[src/rtl/bitplane_pkg.sv]
package bitplane_pkg;
  localparam int SAMPLE_W_DEF = 8;
  localparam int GROUP_N_DEF  = 8;
  localparam int NUM_CH       = 3;

  typedef enum logic [1:0] {CH_RED = 2'd0, CH_GREEN = 2'd1, CH_BLUE = 2'd2} chan_e;

  // index width for a count of n items (at least one bit)
  function automatic int idx_bits(input int n);
    return (n > 1) ? $clog2(n) : 1;
  endfunction
endpackage

[src/rtl/bp_group_counter.sv]
module bp_group_counter #(
  parameter int GROUP_N = 8
) (
  input  logic clk,
  input  logic rst,
  input  logic accept,
  output logic [bitplane_pkg::idx_bits(GROUP_N)-1:0] slot,
  output logic group_done
);
  localparam int CW = bitplane_pkg::idx_bits(GROUP_N);
  localparam logic [CW-1:0] LAST_SLOT = CW'(GROUP_N - 1);

  logic [CW-1:0] slot_q;

  assign slot       = slot_q;
  assign group_done = accept && (slot_q == LAST_SLOT);

  always_ff @(posedge clk) begin
    if (rst)         slot_q <= '0;
    else if (accept) slot_q <= group_done ? '0 : slot_q + 1'b1;
  end

  AST_SLOT_RANGE: assert property (@(posedge clk) disable iff (rst)
    slot_q <= LAST_SLOT);
  AST_CARRY_WRAPS: assert property (@(posedge clk) disable iff (rst)
    group_done |=> slot_q == '0);
  AST_IDLE_HOLDS: assert property (@(posedge clk) disable iff (rst)
    !accept |=> $stable(slot_q));
endmodule

[src/rtl/bp_collect.sv]
module bp_collect #(
  parameter int SAMPLE_W = 8,
  parameter int GROUP_N  = 8
) (
  input  logic clk,
  input  logic wr_en,
  input  logic [bitplane_pkg::idx_bits(GROUP_N)-1:0] wr_slot,
  input  logic [SAMPLE_W-1:0] din,
  output logic [GROUP_N-1:0][SAMPLE_W-1:0] grp
);
  localparam int CW = bitplane_pkg::idx_bits(GROUP_N);

  // slots 0..GROUP_N-2 are registered; the final pixel passes straight
  // through so the whole group is ready on the carry edge
  for (genvar s = 0; s < GROUP_N - 1; s++) begin : g_slot
    logic [SAMPLE_W-1:0] q;
    always_ff @(posedge clk) begin
      if (wr_en && (wr_slot == CW'(s))) q <= din;
    end
    assign grp[s] = q;
  end
  assign grp[GROUP_N-1] = din;
endmodule

[src/rtl/bp_serializer.sv]
module bp_serializer #(
  parameter int SAMPLE_W = 8,
  parameter int GROUP_N  = 8
) (
  input  logic clk,
  input  logic load,
  input  logic [GROUP_N-1:0][SAMPLE_W-1:0] grp_in,
  input  logic [bitplane_pkg::idx_bits(SAMPLE_W)-1:0] weight,
  output logic [GROUP_N-1:0] word
);
  localparam int WW = bitplane_pkg::idx_bits(SAMPLE_W);

  logic [GROUP_N-1:0][SAMPLE_W-1:0] hold_q;

  // gather bit k of every pixel, pixel i landing in bit i
  function automatic logic [GROUP_N-1:0] plane_of(
    input logic [GROUP_N-1:0][SAMPLE_W-1:0] g,
    input logic [WW-1:0] k
  );
    logic [GROUP_N-1:0] w;
    for (int i = 0; i < GROUP_N; i++) w[i] = g[i][k];
    return w;
  endfunction

  always_ff @(posedge clk) begin
    if (load) hold_q <= grp_in;
  end

  assign word = plane_of(hold_q, weight);
endmodule

[src/rtl/bp_emit_ctrl.sv]
module bp_emit_ctrl #(
  parameter int SAMPLE_W = 8,
  parameter int GROUP_N  = 8
) (
  input  logic clk,
  input  logic rst,
  input  logic group_done,
  input  logic [bitplane_pkg::idx_bits(GROUP_N)-1:0] slot,
  output logic busy,
  output logic last_word,
  output logic [bitplane_pkg::idx_bits(SAMPLE_W)-1:0] weight,
  output logic ready
);
  localparam int CW = bitplane_pkg::idx_bits(GROUP_N);
  localparam int WW = bitplane_pkg::idx_bits(SAMPLE_W);
  localparam logic [CW-1:0] LAST_SLOT = CW'(GROUP_N - 1);
  localparam logic [WW-1:0] LAST_WT   = WW'(SAMPLE_W - 1);

  logic          busy_q;
  logic [WW-1:0] wt_q;

  assign busy      = busy_q;
  assign weight    = wt_q;
  assign last_word = busy_q && (wt_q == LAST_WT);
  // hold back a group-completing pixel until the hold register frees up
  assign ready     = (slot != LAST_SLOT) || !busy_q || last_word;

  always_ff @(posedge clk) begin
    if (rst) begin
      busy_q <= 1'b0;
      wt_q   <= '0;
    end else if (group_done) begin
      busy_q <= 1'b1;
      wt_q   <= '0;
    end else if (busy_q) begin
      if (wt_q == LAST_WT) begin
        busy_q <= 1'b0;
        wt_q   <= '0;
      end else begin
        wt_q <= wt_q + 1'b1;
      end
    end
  end

  AST_WEIGHT_STEP: assert property (@(posedge clk) disable iff (rst)
    busy_q && !last_word |=> busy_q && (wt_q == $past(wt_q) + 1'b1));
  AST_START_AT_ZERO: assert property (@(posedge clk) disable iff (rst)
    group_done |=> busy_q && (wt_q == '0));
  AST_END_IDLE: assert property (@(posedge clk) disable iff (rst)
    last_word && !group_done |=> !busy_q);
endmodule

[src/rtl/bitplane_transposer.sv]
module bitplane_transposer #(
  parameter int SAMPLE_W = bitplane_pkg::SAMPLE_W_DEF,
  parameter int GROUP_N  = bitplane_pkg::GROUP_N_DEF
) (
  input  logic                        clk,
  input  logic                        rst,
  input  logic                        pix_valid,
  output logic                        pix_ready,
  input  logic [SAMPLE_W-1:0]         red_in,
  input  logic [SAMPLE_W-1:0]         green_in,
  input  logic [SAMPLE_W-1:0]         blue_in,
  output logic                        plane_valid,
  output logic [$clog2(SAMPLE_W)-1:0] plane_weight,
  output logic [GROUP_N-1:0]          plane_red,
  output logic [GROUP_N-1:0]          plane_green,
  output logic [GROUP_N-1:0]          plane_blue
);
  import bitplane_pkg::*;

  localparam int CW = idx_bits(GROUP_N);
  localparam int WW = idx_bits(SAMPLE_W);

  logic          accept;
  logic          group_done;
  logic [CW-1:0] slot;
  logic          busy;
  logic          last_word;
  logic [WW-1:0] weight;

  logic [SAMPLE_W-1:0] ch_in   [NUM_CH];
  logic [GROUP_N-1:0]  ch_word [NUM_CH];

  assign accept = pix_valid && pix_ready;

  assign ch_in[CH_RED]   = red_in;
  assign ch_in[CH_GREEN] = green_in;
  assign ch_in[CH_BLUE]  = blue_in;

  bp_group_counter #(.GROUP_N(GROUP_N)) u_counter (
    .clk        (clk),
    .rst        (rst),
    .accept     (accept),
    .slot       (slot),
    .group_done (group_done)
  );

  bp_emit_ctrl #(.SAMPLE_W(SAMPLE_W), .GROUP_N(GROUP_N)) u_ctrl (
    .clk        (clk),
    .rst        (rst),
    .group_done (group_done),
    .slot       (slot),
    .busy       (busy),
    .last_word  (last_word),
    .weight     (weight),
    .ready      (pix_ready)
  );

  for (genvar c = 0; c < NUM_CH; c++) begin : g_chan
    logic [GROUP_N-1:0][SAMPLE_W-1:0] grp;

    bp_collect #(.SAMPLE_W(SAMPLE_W), .GROUP_N(GROUP_N)) u_collect (
      .clk     (clk),
      .wr_en   (accept),
      .wr_slot (slot),
      .din     (ch_in[c]),
      .grp     (grp)
    );

    bp_serializer #(.SAMPLE_W(SAMPLE_W), .GROUP_N(GROUP_N)) u_ser (
      .clk    (clk),
      .load   (group_done),
      .grp_in (grp),
      .weight (weight),
      .word   (ch_word[c])
    );
  end

  assign plane_valid  = busy;
  assign plane_weight = weight;
  assign plane_red    = ch_word[CH_RED];
  assign plane_green  = ch_word[CH_GREEN];
  assign plane_blue   = ch_word[CH_BLUE];

  AST_NO_OVERRUN: assert property (@(posedge clk) disable iff (rst)
    group_done |-> (!busy || last_word));
  AST_STALL_ONLY_BUSY: assert property (@(posedge clk) disable iff (rst)
    !pix_ready |-> busy && !last_word);
endmodule

[config.mk]
export PLATFORM = sky130hd
export DESIGN_NAME = bitplane_transposer
export DESIGN_NICKNAME = d
export VERILOG_FILES = /design/src/rtl/bitplane_pkg.sv /design/src/rtl/bp_group_counter.sv /design/src/rtl/bp_collect.sv /design/src/rtl/bp_serializer.sv /design/src/rtl/bp_emit_ctrl.sv /design/src/rtl/bitplane_transposer.sv
export SDC_FILE = /design/constraint.sdc
export NUM_CORES = 1
export LEC_CHECK = 0
export BUFFER_PORTS_ARGS = -buffer_cell sky130_fd_sc_hd__buf_2
export CORE_MARGIN = 8
export CORE_UTILIZATION = 35
export DETAILED_ROUTE_END_ITERATION = 6
export PLACE_DENSITY_LB_ADDON = 0.25
export SLEW_MARGIN = 30
export SYNTH_ARGS = -nofsm -noshare
export SYNTH_HDL_FRONTEND = slang
export SYNTH_HIERARCHICAL = 1
export SYNTH_SLANG_ARGS = --single-unit
[constraint.sdc]
create_clock -name clk -period 6.6 [get_ports clk]
set_input_delay 1.32 -clock clk [delete_from_list [all_inputs] [get_ports clk]]
set_output_delay 1.32 -clock clk [all_outputs]
set_load 0.05 [all_outputs]
# Yosys cells after proc, flatten, opt, wreduce, memory -nomap -nowiden

Cells that the tools add are included.

Equality and inequality tests: 9
$add $sub $neg: 2
Muxes and demuxes: 53
Reduce and logical (&&, ||, !) cells: 15
Order comparisons: 1

Operator list:

| operator                                            | number |
|---|---|
| binary-select mux 1 bit (select 3 bit)              | 24 |
| 2-to-1 mux 1 bit                                    | 27 |
| equality test 3 bit, second input constant          | 5 |
| logical AND 1 bit                                   | 10 |
| adder 3 x 1 -> 3 bit, second input constant         | 2 |
| equality test 3 x 2 -> 1 bit, second input constant | 2 |
| 2-to-1 mux 3 bit                                    | 2 |
| < comparator 3 x 4 -> 1 bit, second input constant  | 1 |
| equality test 3 x 1 -> 1 bit, second input constant | 1 |
| logical NOT 3 bit                                   | 1 |
| != test 3 bit, second input constant                | 1 |
| logical OR 1 bit                                    | 2 |
| OR reduction 2 bit                                  | 1 |
| logical NOT 1 bit                                   | 1 |

Bits in registers: 367
Logic and storage cells: 128
Output and inout bits: 29

# Depth between registers and ports, before layout

Depth in word-level cells: 6
Gate-level depth with buffers: 8
Depth with buffers taken out: 8

# Modules after synthesis

Netlist, hierarchy kept.

By module, submodules not included:

| module              | cells each | instances | area each (um^2) |
|---|---|---|---|
| bp_serializer       | 93         | 3         | 2472.4 |
| bp_collect          | 71         | 3         | 1828.0 |
| bp_emit_ctrl        | 21         | 1         | 216.5 |
| bp_group_counter    | 14         | 1         | 147.6 |
| bitplane_transposer | 1          | 1         | 6.3 |

# Worst setup path after synthesis

OpenSTA, ideal clock, no wires.

Path type: reg-to-reg
Start: reg u_ctrl.wt_q[0] (netlist: u_ctrl/weight[0])
End: reg g_chan[0].u_ser/hold_q[0] in the netlist's numbering, enable pin
Slack: -0.637 ns
Setup time: 0.579 ns
Data arrival time: 6.658 ns
Data required time: 6.021 ns
Clock period less this slack: 7.237 ns
Stages on the path, launching flop included: 7
Path through: dfxtp_1 ha_1 ha_1 nor2b_1 nand4_1 and2_1 and2_1

Cells in the longest elaborated chain, start to end: 5

Ends and longest elaborated chain:

| element                | RTL line                  | RTL |
|---|---|---|
| from (decl)            | bp_emit_ctrl.sv:20        | `logic [WW-1:0] wt_q;` |
| from (signal assigned) | bp_emit_ctrl.sv:40        | `wt_q <= wt_q + 1'b1;` |
| equality test 3 bit    | bp_emit_ctrl.sv:24        | `assign last_word = busy_q && (wt_q == LAST_WT);` |
| logical AND 1 bit      | bp_emit_ctrl.sv:24        |  |
| logical OR 1 bit       | bp_emit_ctrl.sv:26        | `assign ready = (slot != LAST_SLOT) \|\| !busy_q \|\| last_word;` |
| net pix_ready          | bitplane_transposer.sv:8  | `output logic pix_ready,` |
| logical AND 1 bit      | bitplane_transposer.sv:33 | `assign accept = pix_valid && pix_ready;` |
| net accept             | bitplane_transposer.sv:23 | `logic accept;` |
| logical AND 1 bit      | bp_group_counter.sv:16    | `assign group_done = accept && (slot_q == LAST_SLOT);` |
| net group_done         | bitplane_transposer.sv:24 | `logic group_done;` |
| to (signal assigned)   | bp_serializer.sv:26       | `if (load) hold_q <= grp_in;` |
| to (decl)              | bp_serializer.sv:13       | `logic [GROUP_N-1:0][SAMPLE_W-1:0] hold_q;` |

The timed path passes the listed nets, and every way through them passes these cells.
A chain may end at the register's enable or synchronous reset.

# Worst setup path after layout

Start: reg u_ctrl.wt_q[0] (netlist: u_ctrl/weight[0])
End: out plane_blue[6]

Cells in the longest elaborated chain, start to end: 2

Ends and longest elaborated chain:

| element                                | RTL line                  | RTL |
|---|---|---|
| binary-select mux 1 bit (select 3 bit) | bp_serializer.sv:21       | `for (int i = 0; i < GROUP_N; i++) w[i] = g[i][k];` |
| 2-to-1 mux 1 bit (implied by the code) | bp_serializer.sv:21       |  |
| to (decl)                              | bitplane_transposer.sv:16 | `output logic [GROUP_N-1:0] plane_blue` |

No other way between the ends. The select of a mux whose other input is x is not followed.

==> impl_metrics.py <==
metrics = {
    "status": {
        "status": "completed",
    },
    "floorplanning": {
        "fp.coreArea_um2": 37500,
        "ios": 56,
        "num_rows": 71,
        "die_x_um": 211,
        "initial_core_util": 0.354,
        "die_area_um2": 44400,
        "die_y_um": 211,
    },
    "placement": {
        "port_buffers": 55,
        "dpl.hpwl_mm": 13.4,
        "place_congestion": 0.690,
    },
    "clock_network": {
        "htree_num_levels": 2,
        "cts-root-buf": "clkbuf_16",
        "postCtsHoldBufs": 0,
        "clock_latency_ns": 0.51,
        "cts_made_buffers": 37,
        "cts.sinks": 367,
        "post-cts-setup-buffer-count": 0,
        "cts_tree": "built",
        "cts.path.max_buffers": 3,
        "cts_resized": 0,
        "clk_pin_slew_ns": 0.06,
    },
    "finish": {
        "drive_gt1_frac": 0.265,
        "multi_input_comb_area_um2": 2010,
        "final.fill_count": 3318,
        "nNetsFinal": 619,
        "diodes": 0,
        "area_growth_pct": 13.4,
        "regArea_um2": 11000,
    },
    "power": {
        "cellLeakagePower_nw": 4.77,
        "powerDensity_nw_per_um2": 301,
        "finalPower_mw": 4.52,
        "max-vdd-ir-drop_uv": 178,
    },
    "setup_path": {
        "path_max_fanout": 51,
        "required_ns": 5.28,
        "start_kind": "flop",
        "arrival_ns": 2.84,
        "cpPeakStageDelay_ns": 0.72,
        "crit_chain": "buf_4 -> mux4_1 -> mux2_2 -> buf_2",
        "cp_num_buf_inv": 2,
        "timing_worst_setup_path_type": "flop to primary output",
        "critical_path.top_delay_family": "multiplexers",
        "crit_slowest_cell": "buf_4",
        "end_kind": "primary output",
    },
    "sta": {
        "slew_viol_final": 0,
        "rsz0062_at_grt": "no",
        "skew_ns": 0.0242,
        "fin_crit_sh": 0.630,
        "fin_setup_tns_ns": 0,
        "fmax_ghz": 0.241,
        "relSlewSlack": 0.365,
        "layout_min_cycle_time_ns": 4.16,
        "setup_viol": 0,
        "hold_viol": 0,
        "worst_pin_slew_ns": 0.953,
    },
    "synth": {
        "synthCells": 527,
        "synth.avg_cell_area_um2": 25.2,
        "synth_area_um2": 13300,
        "synth_warnings": 6,
        "syn_nets": 559,
    },
    "flow_run": {
        "cap_violations": 0,
    },
    "global_routing": {
        "grt_pass1_wl_mm": 34.3,
        "grt_antenna_before_repair": 0,
        "grt_pass1_vias": 5590,
        "grt_max_degree": 117,
        "track_usage": 0.103,
        "overflow": 0,
    },
    "drt": {
        "vias": 5205,
        "route.detailed.drc": 0,
        "dr.pass1.iters": 4,
        "drtAntennaViolNets": 0,
        "wl_per_cell_um": 20.3,
        "routed_wl_mm": 22.8,
        "viasPerCell": 4.63,
        "drtIter0Drc": 226,
    },
    "min_path": {
        "hp-class": "flop to flop",
    },
}
==> sequential cells by signal, indices dropped and copies added, names as in the netlist <==
signal and flops:
g_chan.u_ser/hold_q 192, g_chan.u_collect/g_slot.q 168, u_counter/slot 3, u_ctrl/weight 3
u_ctrl/busy 1
==> layout by cell type (no fill, tap or decap), types with 2 or more instances in the layout <==
cell type	instances
edfxtp_1	360
mux2_2	24
nor4b_2	2
clkbuf_16	37
and4b_2	9
mux4_2	3
buf_4	3
clkinv_1	5
or3b_1	2
mux4_1	45
mux2i_1	2
ha_1	5
dfxtp_1	5
a21oi_1	2
nand3b_1	2
nand2b_1	4
clkinv_2	6
and4bb_2	9
clkbuf_1	10
dfxtp_2	2
buf_2	55
inv_6	3
==> per-layer routing <==
layer | up-vias | track usage | wire length, um
met1 | 2716 | 0.127 | 9530
met2 | 108 | 0.181 | 11900
met5 | - | 0 | 0
met3 | 37 | 0.0215 | 961
met4 | 0 | 0.0328 | 493
li1 | 2344 | - | -
==> layout make-up <==
| cell class | instances | share of cell area |
|---|---|---|
| Tap cell | 511 | 0.0425 |
| Inverter | 1 | 0.000250 |
| Clock buffer | 47 | 0.0641 |
| Multi-Input combinational cell | 120 | 0.134 |
| Clock inverter | 17 | 0.00824 |
| Timing Repair Buffer | 60 | 0.0230 |
| Sequential cell | 367 | 0.728 |
==> per-stage QoR <==
step / setup WS [ns] / instances / area, um2 / hold WS [ns] / util
final: 2.44 / 1123 / 15000 / 0.400 / 0.401
after global routing: 2.34 / 1123 / 15000 / 0.402 / 0.401
after CTS: 2.37 / 1122 / 15000 / 0.400 / 0.400
after detailed placement: 2.49 / 1058 / 13900 / 0.405 / 0.371
after global placement: 2.65 / 1058 / 13900 / 0.400 / 0.371
after floorplan: 1.54 / 527 / 13300 / 0.400 / -
==> path summary, 6_finish.rpt <==
path,start,depth (start not counted),slack (ns),endpoint
worst max-delay path,u_ctrl/weight[0]$_SDFFE_PP0P_,4,2.44,plane_blue[6]
worst min-delay path,g_chan[0].u_collect/g_slot[2].q[5]$_DFFE_PP_,0,0.40,g_chan[0].u_ser/hold_q[21]$_DFFE_PP_
worst max register to register,u_ctrl/weight[1]$_SDFFE_PP0P_,8,3.12,g_chan[2].u_ser/hold_q[60]$_DFFE_PP_
worst min register to register,g_chan[0].u_collect/g_slot[2].q[5]$_DFFE_PP_,0,0.40,g_chan[0].u_ser/hold_q[21]$_DFFE_PP_
==> power breakdown <==
part           internal [mW]  switching, mW  leakage (nW)
sequential              2.57         0.0117          3.31
combinational         0.0137         0.0442         0.921
clock                   1.08          0.799         0.533
total                   3.66          0.855          4.77
==> worst register-to-register path: stages, from the launching register on <==
cell	delay, ns
dfxtp_1	0.34
ha_1	0.20
ha_1	0.20
nor2b_1	0.08
nand4_1	0.10
and2_1	0.65
and2_4	0.58
buf_16	0.32
buf_12	0.45
Power figures use the tool's default switching activity.
